### src/rtl/tcs_pkg.sv
package tcs_pkg;
  localparam int unsigned IDX_W = 6;
  localparam int unsigned OFF_W = 16;
  localparam logic [15-IDX_W:0] CALL_OP  = 10'b0000001000;
  localparam logic [15:0]       RET_HW0  = 16'h07E0;
  localparam logic [15:0]       RET_HW1  = 16'h0144;
  localparam logic [15:0]       DRET_HW1 = 16'h0146;

  typedef enum logic [1:0] {OP_NONE, OP_CALL, OP_RET, OP_DRET} tcs_op_e;
  typedef enum logic [2:0] {
    ST_IDLE, ST_CREQ, ST_CADD, ST_CJMP, ST_RRD, ST_RJMP
  } tcs_state_e;
endpackage

### src/rtl/tcs_decode.sv
module tcs_decode
  import tcs_pkg::*;
(
  input  logic             valid_i,
  input  logic [31:0]      instr_i,
  output tcs_op_e          op_o,
  output logic [IDX_W-1:0] idx_o
);
  logic is_call, is_ret, is_dret;

  always_comb begin
    is_call = instr_i[15:IDX_W] == CALL_OP;
    is_ret  = (instr_i[15:0] == RET_HW0) && (instr_i[31:16] == RET_HW1);
    is_dret = (instr_i[15:0] == RET_HW0) && (instr_i[31:16] == DRET_HW1);
    op_o = OP_NONE;
    if (valid_i) begin
      if (is_call)      op_o = OP_CALL;
      else if (is_ret)  op_o = OP_RET;
      else if (is_dret) op_o = OP_DRET;
    end
    idx_o = instr_i[IDX_W-1:0];
  end
endmodule

### src/rtl/tcs_save_regs.sv
module tcs_save_regs #(
  parameter int unsigned XLEN  = 32,
  parameter int unsigned BANKS = 2
) (
  input  logic            clk_i,
  input  logic            rst_ni,
  input  logic [BANKS-1:0] we_i,
  input  logic [XLEN-1:0] pc_wd_i  [BANKS],
  input  logic [XLEN-1:0] psw_wd_i [BANKS],
  input  logic [$clog2(BANKS)-1:0] rsel_i,
  output logic [XLEN-1:0] pc_rd_o,
  output logic [XLEN-1:0] psw_rd_o
);
  logic [XLEN-1:0] pc_q  [BANKS];
  logic [XLEN-1:0] psw_q [BANKS];

  for (genvar g = 0; g < BANKS; g++) begin : g_bank
    always_ff @(posedge clk_i or negedge rst_ni) begin
      if (!rst_ni) begin
        pc_q[g]  <= '0;
        psw_q[g] <= '0;
      end else if (we_i[g]) begin
        pc_q[g]  <= pc_wd_i[g];
        psw_q[g] <= psw_wd_i[g];
      end
    end
  end

  assign pc_rd_o  = pc_q[rsel_i];
  assign psw_rd_o = psw_q[rsel_i];
endmodule

### src/rtl/tcs_fsm.sv
module tcs_fsm
  import tcs_pkg::*;
#(
  parameter int unsigned XLEN = 32
) (
  input  logic             clk_i,
  input  logic             rst_ni,
  input  tcs_op_e          op_i,
  input  logic [IDX_W-1:0] idx_i,
  input  logic [XLEN-1:0]  tbase_i,
  input  logic             mem_rvalid_i,
  input  logic [OFF_W-1:0] mem_rdata_i,
  input  logic [XLEN-1:0]  rd_pc_i,
  input  logic [XLEN-1:0]  rd_psw_i,
  output logic             call_acc_o,
  output logic             sel_dbg_o,
  output logic             busy_o,
  output logic             mem_req_o,
  output logic [XLEN-1:0]  mem_addr_o,
  output logic             pc_load_o,
  output logic [XLEN-1:0]  pc_next_o,
  output logic             psw_load_o,
  output logic [XLEN-1:0]  psw_o
);
  localparam int unsigned IPAD = XLEN - IDX_W - 1;
  localparam int unsigned OPAD = XLEN - OFF_W;

  tcs_state_e       state_q, state_d;
  logic [XLEN-1:0]  addr_q, base_q, tgt_q, rpc_q, rpsw_q;
  logic [OFF_W-1:0] off_q;
  logic             sel_q;
  logic             idle, ret_acc;
  logic [XLEN-1:0]  sum;

  assign idle       = state_q == ST_IDLE;
  assign call_acc_o = idle && (op_i == OP_CALL);
  assign ret_acc    = idle && ((op_i == OP_RET) || (op_i == OP_DRET));
  assign sum        = base_q + {{OPAD{1'b0}}, off_q};

  always_comb begin
    state_d = state_q;
    unique case (state_q)
      ST_IDLE: if (call_acc_o) state_d = ST_CREQ;
               else if (ret_acc) state_d = ST_RRD;
      ST_CREQ: if (mem_rvalid_i) state_d = ST_CADD;
      ST_CADD: state_d = ST_CJMP;
      ST_CJMP: state_d = ST_IDLE;
      ST_RRD:  state_d = ST_RJMP;
      ST_RJMP: state_d = ST_IDLE;
      default: state_d = ST_IDLE;
    endcase
  end

  always_ff @(posedge clk_i or negedge rst_ni) begin
    if (!rst_ni) begin
      state_q <= ST_IDLE;
      addr_q  <= '0;
      base_q  <= '0;
      off_q   <= '0;
      tgt_q   <= '0;
      rpc_q   <= '0;
      rpsw_q  <= '0;
      sel_q   <= 1'b0;
    end else begin
      state_q <= state_d;
      if (call_acc_o) begin
        base_q <= tbase_i;
        addr_q <= tbase_i + {{IPAD{1'b0}}, idx_i, 1'b0};
      end
      if (ret_acc) sel_q <= (op_i == OP_DRET);
      if (state_q == ST_CREQ && mem_rvalid_i) off_q <= mem_rdata_i;
      if (state_q == ST_CADD) tgt_q <= {sum[XLEN-1:1], 1'b0};
      if (state_q == ST_RRD) begin
        rpc_q  <= rd_pc_i;
        rpsw_q <= rd_psw_i;
      end
    end
  end

  assign sel_dbg_o  = sel_q;
  assign busy_o     = !idle;
  assign mem_req_o  = state_q == ST_CREQ;
  assign mem_addr_o = addr_q;
  assign pc_load_o  = (state_q == ST_CJMP) || (state_q == ST_RJMP);
  assign psw_load_o = state_q == ST_RJMP;
  assign pc_next_o  = (state_q == ST_RJMP) ? rpc_q : tgt_q;
  assign psw_o      = rpsw_q;

  AST_CALL_REQ: assert property (@(posedge clk_i) disable iff (!rst_ni)
    call_acc_o |=> mem_req_o && mem_addr_o == $past(tbase_i) + {{IPAD{1'b0}}, $past(idx_i), 1'b0});
  AST_REQ_HOLD: assert property (@(posedge clk_i) disable iff (!rst_ni)
    mem_req_o && !mem_rvalid_i |=> mem_req_o && $stable(mem_addr_o));
  AST_IDLE_RVALID: assert property (@(posedge clk_i) disable iff (!rst_ni)
    !busy_o && mem_rvalid_i && op_i == OP_NONE |=> !busy_o);
  AST_RET_TIMING: assert property (@(posedge clk_i) disable iff (!rst_ni)
    ret_acc |=> !pc_load_o ##1 pc_load_o && psw_load_o);
endmodule

### src/rtl/tcs_table_call.sv
module tcs_table_call
  import tcs_pkg::*;
#(
  parameter int unsigned XLEN = 32
) (
  input  logic            clk_i,
  input  logic            rst_ni,
  input  logic            instr_valid_i,
  input  logic [31:0]     instr_i,
  input  logic [XLEN-1:0] pc_i,
  input  logic [XLEN-1:0] psw_i,
  input  logic [XLEN-1:0] tbase_i,
  input  logic            dbg_save_i,
  output logic            mem_req_o,
  output logic [XLEN-1:0] mem_addr_o,
  input  logic            mem_rvalid_i,
  input  logic [15:0]     mem_rdata_i,
  output logic            busy_o,
  output logic            pc_load_o,
  output logic [XLEN-1:0] pc_next_o,
  output logic            psw_load_o,
  output logic [XLEN-1:0] psw_o
);
  localparam int unsigned BANKS = 2;

  tcs_op_e          op;
  logic [IDX_W-1:0] idx;
  logic             call_acc, sel_dbg;
  logic [XLEN-1:0]  rd_pc, rd_psw;
  logic [XLEN-1:0]  pc_wd  [BANKS];
  logic [XLEN-1:0]  psw_wd [BANKS];
  logic [BANKS-1:0] we;

  tcs_decode u_dec (
    .valid_i (instr_valid_i),
    .instr_i (instr_i),
    .op_o    (op),
    .idx_o   (idx)
  );

  // bank 0: call/return pair, bank 1: debug pair
  assign we        = {dbg_save_i, call_acc};
  assign pc_wd[0]  = pc_i + XLEN'(2);
  assign psw_wd[0] = psw_i;
  assign pc_wd[1]  = pc_i;
  assign psw_wd[1] = psw_i;

  tcs_save_regs #(.XLEN(XLEN), .BANKS(BANKS)) u_save (
    .clk_i    (clk_i),
    .rst_ni   (rst_ni),
    .we_i     (we),
    .pc_wd_i  (pc_wd),
    .psw_wd_i (psw_wd),
    .rsel_i   (sel_dbg),
    .pc_rd_o  (rd_pc),
    .psw_rd_o (rd_psw)
  );

  tcs_fsm #(.XLEN(XLEN)) u_fsm (
    .clk_i        (clk_i),
    .rst_ni       (rst_ni),
    .op_i         (op),
    .idx_i        (idx),
    .tbase_i      (tbase_i),
    .mem_rvalid_i (mem_rvalid_i),
    .mem_rdata_i  (mem_rdata_i),
    .rd_pc_i      (rd_pc),
    .rd_psw_i     (rd_psw),
    .call_acc_o   (call_acc),
    .sel_dbg_o    (sel_dbg),
    .busy_o       (busy_o),
    .mem_req_o    (mem_req_o),
    .mem_addr_o   (mem_addr_o),
    .pc_load_o    (pc_load_o),
    .pc_next_o    (pc_next_o),
    .psw_load_o   (psw_load_o),
    .psw_o        (psw_o)
  );

  AST_LOAD_PULSE: assert property (@(posedge clk_i) disable iff (!rst_ni)
    pc_load_o |=> !pc_load_o && !busy_o);
  AST_LOAD_BUSY: assert property (@(posedge clk_i) disable iff (!rst_ni)
    pc_load_o |-> busy_o);
  AST_PSW_WITH_PC: assert property (@(posedge clk_i) disable iff (!rst_ni)
    psw_load_o |-> pc_load_o);
  AST_TGT_ALIGN: assert property (@(posedge clk_i) disable iff (!rst_ni)
    pc_load_o && !psw_load_o |-> !pc_next_o[0]);
  AST_RESP_TO_JUMP: assert property (@(posedge clk_i) disable iff (!rst_ni)
    mem_req_o && mem_rvalid_i |=> !pc_load_o ##1 pc_load_o && !psw_load_o);
  AST_NO_REQ_IDLE: assert property (@(posedge clk_i) disable iff (!rst_ni)
    !busy_o |-> !mem_req_o && !pc_load_o);
endmodule

### config.mk
export PLATFORM = sky130hd
export DESIGN_NAME = tcs_table_call
export DESIGN_NICKNAME = d
export VERILOG_FILES = /design/src/rtl/tcs_pkg.sv /design/src/rtl/tcs_decode.sv /design/src/rtl/tcs_save_regs.sv /design/src/rtl/tcs_fsm.sv /design/src/rtl/tcs_table_call.sv
export SDC_FILE = /design/constraint.sdc
export NUM_CORES = 1
export LEC_CHECK = 0
export BUFFER_PORTS_ARGS = -buffer_cell sky130_fd_sc_hd__buf_4
export CAP_MARGIN = 20
export CORE_AREA = 2 2 249 153
export DETAILED_ROUTE_END_ITERATION = 10
export DIE_AREA = 0 0 251 155
export PLACE_DENSITY = 0.62
export SETUP_SLACK_MARGIN = 0.5
export SYNTH_ARGS = -nofsm -noshare
export SYNTH_HDL_FRONTEND = slang
export SYNTH_SLANG_ARGS = --single-unit
### constraint.sdc
create_clock -name clk_i -period 3.65 [get_ports clk_i]
set_clock_uncertainty 0.15 [all_clocks]
set_input_delay 0.365 -clock clk_i [delete_from_list [all_inputs] [get_ports clk_i]]
set_output_delay 0.365 -clock clk_i [all_outputs]
set_load 0.05 [all_outputs]
==> run_results.csv, run 1 <==
group,metric,value,unit
clock_tree,clk_latency,0.57,ns
pwr,p_total,8.89,mW
floorplanning,coreArea,0.0369,mm^2
logic_synthesis,yosysTopAreaCellShare,0.517,
placement,place.gp.congestion,0.870,
routing,firstDrtPassIters,5,
routing,viasPerCell,5.07,
clock_tree,cts_tree,"yes",
pwr,p_leak,8.85,nW
global_routing,grt_use_total,0.205,
floorplanning,rows,55,
critical_path,critical_path.max_stage_delay,0.46,ns
floorplanning,initial_utilization,0.401,
logic_synthesis,muxShareOfSynthArea,0.194,
logic_synthesis,ys.flop_type,"dfrtp_1",
logic_synthesis,yosys.area_share.xor_xnor,0.0509,
layout,finalNetCount,1818,
placement,port_buffers,248,
logic_synthesis,synthAdderAreaFrac,0.0213,
floorplanning,die-area,0.0389,mm^2
critical_path,path_buf_inv,2,
critical_path,startpoint_type,"flip-flop",
routing,drt_iter0_drc,582,
clock_tree,root_buffer,"clkbuf_16",
logic_synthesis,synth_area_leader_cell,"dfrtp_1",
routing,vias,10877,
logic_synthesis,syn_avg_cell_area,11.4,um^2
timing,fin_setup_tns,0,ns
logic_synthesis,syn_area,0.0148,mm^2
routing,routed_wl,39800,um
logic_synthesis,syn-instance-count,1294,
logic_synthesis,yosysSeqAreaShare,0.517,
clock_tree,clk_pin_slew,0.07,ns
timing,finalSetupViolCount,0,
pwr,power.density,462,mW/mm^2
layout,fillCellCount,3276,
critical_path,crit_arrival,2.39,ns
floorplanning,dieWidth,251,um
global_routing,antenna_found_initial,2,
placement,place_ws,0.568,ns
global_routing,gr-total-overflow,0,
logic_synthesis,async_flop_share,1.00,
clock_tree,cts_max_level,1,
logic_synthesis,synth_fp_nets,1467,
clock_tree,cts.sinks,306,
layout,final_cell_area,0.0192,mm^2
critical_path,worstPathCellList,"nor2b_1 -> nand2_1 -> buf_4 -> mux2_2 -> buf_4",
clock_tree,cts_setup_buffers,0,
worst_hold_path,hold_path.class,"input port to flip-flop",
timing,final.min_clock_period,2.90,ns
critical_path,cp_slowest_cell,"dfrtp_1",
timing,relSlewSlack,0.334,
layout,drive_gt1_frac,0.302,
floorplanning,die_y,155,um
pwr,ir_drop,0.347,mV
timing,setup_ws,0.746,ns
timing,hold_ws,0.0368,ns
timing,period_share,0.796,
status,status,"complete, no violations",
clock_tree,cts_buffer_depth,3,
critical_path,path_max_fanout,32,
logic_synthesis,ys_top_cells_by_area,"dfrtp_1 52%, mux2_2 9.3%, mux2_4 5.8%",
global_routing,first_global_vias,10952,
timing,hold_violations,0,
timing,worst_pin_slew,1.00,ns
clock_tree,cts_resized,0,
clock_tree,holdBufCountCts,115,
critical_path,cp-end-kind,"output pin",
logic_synthesis,synthSimpleGateAreaFrac,0.107,
clock_tree,cts_buffers,31,
routing,ant_nets,0,
timing,drv_slew,0,
placement,placed_area,0.0171,mm^2
global_routing,grt_pass1_wl,62800,um
placement,dp.final_hpwl,28200,um
logic_synthesis,synth_compound_area_frac,0.0799,
logic_synthesis,synth_warnings,0,
critical_path,worstPathRequired,3.13,ns
flow_run,maxCapViolCount,0,
routing,post_drt_wl_per_cell,18.6,um
layout,syn_to_final_growth,29.8,%
floorplanning,io_pins,249,
timing,max_freq,344,MHz
critical_path,critPathKind,"flip-flop to output pin",
logic_synthesis,synth_edf_count,0,
logic_synthesis,synth_top_family_by_area,"multiplexers",
global_routing,grt_max_degree,98,
timing,rsz0062_at_grt,"no",
routing,route.detailed.drc,0,
logic_synthesis,synth-seq-cells,306,
logic_synthesis,ys_types,56,
critical_path,crit_path_frequent_cell,"buf_4",
critical_path,path_delay_family,"buffers and inverters",
registers in the layout, summed over array words and instances, names as in the netlist:
register	cells
u_fsm.base_q	32
u_fsm.rpc_q	32
u_fsm.tgt_q	31
u_fsm.state_q	3
u_fsm.sel_dbg_o	1
u_fsm.off_q	16
u_fsm.mem_addr_o	31
u_save.pc_q	64
u_fsm.psw_o	32
u_save.psw_q	64
power breakdown:
part           internal [mW]  switching (mW)
logic                  0.819            1.15
registers               3.68           0.210
clock network           1.71            1.31
layout make-up:
class	count	area, um^2	area share
repair buffers	386	3280	0.171
flip-flops and latches	306	7660	0.399
well taps	484	606	0.0315
clock buffers	46	882	0.0459
inverters	9	33.8	0.00176
multi-input cells	911	6710	0.349
clock inverters	3	40.0	0.00208
diodes	1	2.50	0.000130
final timing paths:
check,startpoint,endpoint,slack (ns),cells past startpoint
max in group asynchronous,rst_ni,u_fsm.mem_addr_o[29],2.12,3
min in group asynchronous,rst_ni,u_fsm.mem_addr_o[1],0.21,2
setup / recovery,u_fsm.state_q[0],pc_next_o[19],0.75,5
hold / removal,instr_i[0],u_fsm.mem_addr_o[1],0.04,3
setup reg to reg,u_fsm.base_q[0],u_fsm.tgt_q[18],0.87,9
hold reg to reg,u_fsm.mem_addr_o[4],u_fsm.mem_addr_o[4],0.32,2
tightest hold or removal path: cells and delay by family:
kind       cells  cell delay [ns]
fa+ha+maj      1             0.14
mux            1             0.13
buf+inv        1             0.08
layer usage:
layer,routed length [um],GRT usage
met3,2030,0.0366
met4,665,0.0371
met5,0,0
met1,20800,0.324
met2,16400,0.292
through the flow:
stage,utilization,cells
floorplan,-,1294
global placement,0.464,1979
detailed placement,0.465,1980
CTS,0.521,2144
global route,0.521,2146
finish,0.521,2146
kinds of logic after synthesis:
family          Yosys count
simple gates            339
flops                   306
mux                     243
compound gates          219
xor+xnor                 86
buf+inv                  77
fa+ha+maj                24
cells in the mapped netlist (all sizes together), types with 5 or more instances:
cell type and count:
a21o 7, a21oi 88, and2 6, and3 9, and4 9, buf 28
clkbuf 40, dfrtp 306, ha 22, inv 9, mux2 179, mux2i 64
nand2 132, nand3 20, nand4 17, nor2 102, nor3 18, nor3b 5
nor4b 5, o21ai 102, xnor2 41, xor2 45
cell usage in the layout, fill, tap and decap left out, types with 3 or more instances in the layout:
master	n
dlygate4sd3_1	115
buf_4	262
o21ai_0	74
nor3b_2	3
o21a_1	4
o21ai_1	28
nor3_1	18
mux2i_1	64
xor2_1	45
clkbuf_16	31
buf_12	7
nand4_1	17
xnor2_1	41
and2_1	6
and3_1	8
nor2_1	102
nand2_1	132
inv_1	9
nand3_1	19
o21bai_1	4
nor4_1	3
dfrtp_1	305
clkbuf_1	10
nand2b_1	3
a21o_1	7
a21oi_1	88
ha_1	22
clkbuf_8	5
and4_1	9
mux2_4	57
mux2_2	122
nor4b_1	4
Note: power is estimated with default switching activity, not from simulation.
==> run 2: changes to the inputs <==
==> constraint.sdc (replaced) <==
create_clock -name clk_i -period 2.9 [get_ports clk_i]
set_clock_uncertainty 0.15 [all_clocks]
set_input_delay 0.29 -clock clk_i [delete_from_list [all_inputs] [get_ports clk_i]]
set_output_delay 0.29 -clock clk_i [all_outputs]
set_load 0.05 [all_outputs]
==> run_results.csv, run 2 (synthesis results as in run 1) <==
group,metric,value,unit
status,status,"complete, no violations",
pwr,power.density,590,mW/mm^2
clock_tree,clk_pin_slew,0.06,ns
layout,drive_gt1_frac,0.349,
timing,final.min_clock_period,2.47,ns
layout,insertedDiodeCount,0,
clock_tree,cts_max_level,1,
layout,fillCellCount,3114,
routing,route.detailed.drc,0,
critical_path,cp-end-kind,"output pin",
critical_path,startpoint_type,"flip-flop",
routing,vias,11105,
global_routing,grt_pass1_wl,64200,um
global_routing,grt_use_total,0.209,
global_routing,gr-total-overflow,0,
global_routing,first_global_vias,10986,
timing,finalSetupViolCount,0,
floorplanning,io_pins,249,
clock_tree,cts_buffers,30,
timing,rsz0062_at_grt,"yes",
clock_tree,clk_latency,0.58,ns
clock_tree,root_buffer,"clkbuf_16",
timing,worst_pin_slew,0.953,ns
critical_path,crit_arrival,2.03,ns
global_routing,antenna_found_initial,0,
layout,syn_to_final_growth,37.9,%
floorplanning,rows,55,
routing,post_drt_wl_per_cell,19.3,um
floorplanning,die_y,155,um
floorplanning,coreArea,0.0369,mm^2
timing,period_share,0.850,
clock_tree,cts_tree,"yes",
layout,mostFrequentLayoutCell,"dfrtp_1",
timing,max_freq,406,MHz
routing,drt_iter0_drc,760,
timing,hold_violations,0,
critical_path,path_max_fanout,8,
routing,routed_wl,42100,um
placement,place.gp.congestion,0.834,
flow_run,maxCapViolCount,0,
layout,finalNetCount,1844,
layout,reg_top3,"u_save.pc_q x64, u_save.psw_q x64",
worst_hold_path,hold_path.class,"input port to flip-flop",
routing,ant_nets,0,
floorplanning,die-area,0.0389,mm^2
critical_path,reg2regPathDepth,6,
clock_tree,cts_buffer_depth,3,
floorplanning,initial_utilization,0.401,
timing,drv_slew,0,
placement,dp.final_hpwl,27900,um
floorplanning,dieWidth,251,um
pwr,p_leak,9.39,nW
pwr,ir_drop,0.435,mV
worst_hold_path,whs_path_depth,5,
critical_path,worstPathRequired,2.46,ns
critical_path,critPathKind,"flip-flop to output pin",
layout,final_cell_mix,"301 x dfrtp_1, 244 x buf_4, 131 x nand2_1",
clock_tree,cts.sinks,306,
global_routing,grt_max_degree,129,
placement,port_buffers,248,
timing,fin_setup_tns,0,ns
routing,viasPerCell,5.10,
timing,relSlewSlack,0.365,
routing,firstDrtPassIters,5,
pwr,p_total,12.0,mW
-- run 2: cell types whose count changed in the layout (fill, tap and decap cells not counted), sizes merged --
cell | before | now
inv | 9 | 10
diode | 1 | 0
bufinv | 1 | 3
clkinv | 2 | 9
clkbuf | 46 | 42
clkinvlp | 0 | 1
buf | 271 | 294
dlygate4sd3 | 115 | 117
-- run 2: per-stage QoR --
step,utilization,setup slack (ns),cell area (um^2),hold slack [ns],std cells
after floorplan,-,0.542,14800,-0.156,1294
after global placement,0.465,0.127,17200,0.184,1980
after detailed placement,0.465,0.114,17200,0.189,1980
after CTS,0.542,0.437,20000,0.00281,2163
after global routing,0.553,0.374,20400,0.0279,2177
final,0.553,0.434,20400,0.0170,2177
-- run 2: area by class of cell --
cell class,count,area (um^2),area share
Sequential cell,306,7670,0.375
Clock inverter,14,159,0.00778
Clock buffer,40,870,0.0426
Inverter,9,33.8,0.00165
Multi-Input combinational cell,911,7230,0.354
Timing Repair Buffer,413,3850,0.189
Tap cell,484,606,0.0297
-- run 2: worst paths after layout --
| check | startpoint | endpoint | slack, ns |
|---|---|---|---|
| setup / recovery | u_fsm.state_q[1] | pc_next_o[2] | 0.43 |
| hold / removal | instr_i[8] | u_fsm.state_q[0] | 0.02 |
| max in group asynchronous | rst_ni | u_save.pc_q[57] | 1.61 |
| min in group asynchronous | rst_ni | u_fsm.state_q[0] | 0.15 |
| setup reg to reg | u_fsm.state_q[1] | u_fsm.base_q[1] | 0.46 |
| hold reg to reg | u_save.pc_q[36] | u_save.pc_q[36] | 0.32 |
-- run 2: repair_timing --
item,4_1_cts,5_1_grt
hold buffers,117,0
hold endpoints to repair,279,0
endpoints found under the setup margin,52,100
gates resized for setup,122,54
cloned,3,2
pin swaps,7,22
buffers inserted,9,12
-- run 2: report_power, final --
group	switching [mW]	internal, mW
Sequential	0.309	4.63
Clock	1.75	2.37
Combinational	1.59	1.40
Total	3.65	8.40
-- run 2: layer usage --
metal	GRT usage	up-vias	wire [um]
met3	0.0403	42	2470
met2	0.296	287	17600
met1	0.333	5504	21400
li1	-	5272	-
met5	0	-	0
met4	0.0366	0	587
-- run 2: worst max-delay path: stages (launching register included) --
cell     delay (ns)
dfrtp_2        0.42
nor2b_4        0.14
nand2_4        0.09
buf_6          0.15
buf_16         0.16
mux2_4         0.33
buf_8          0.15
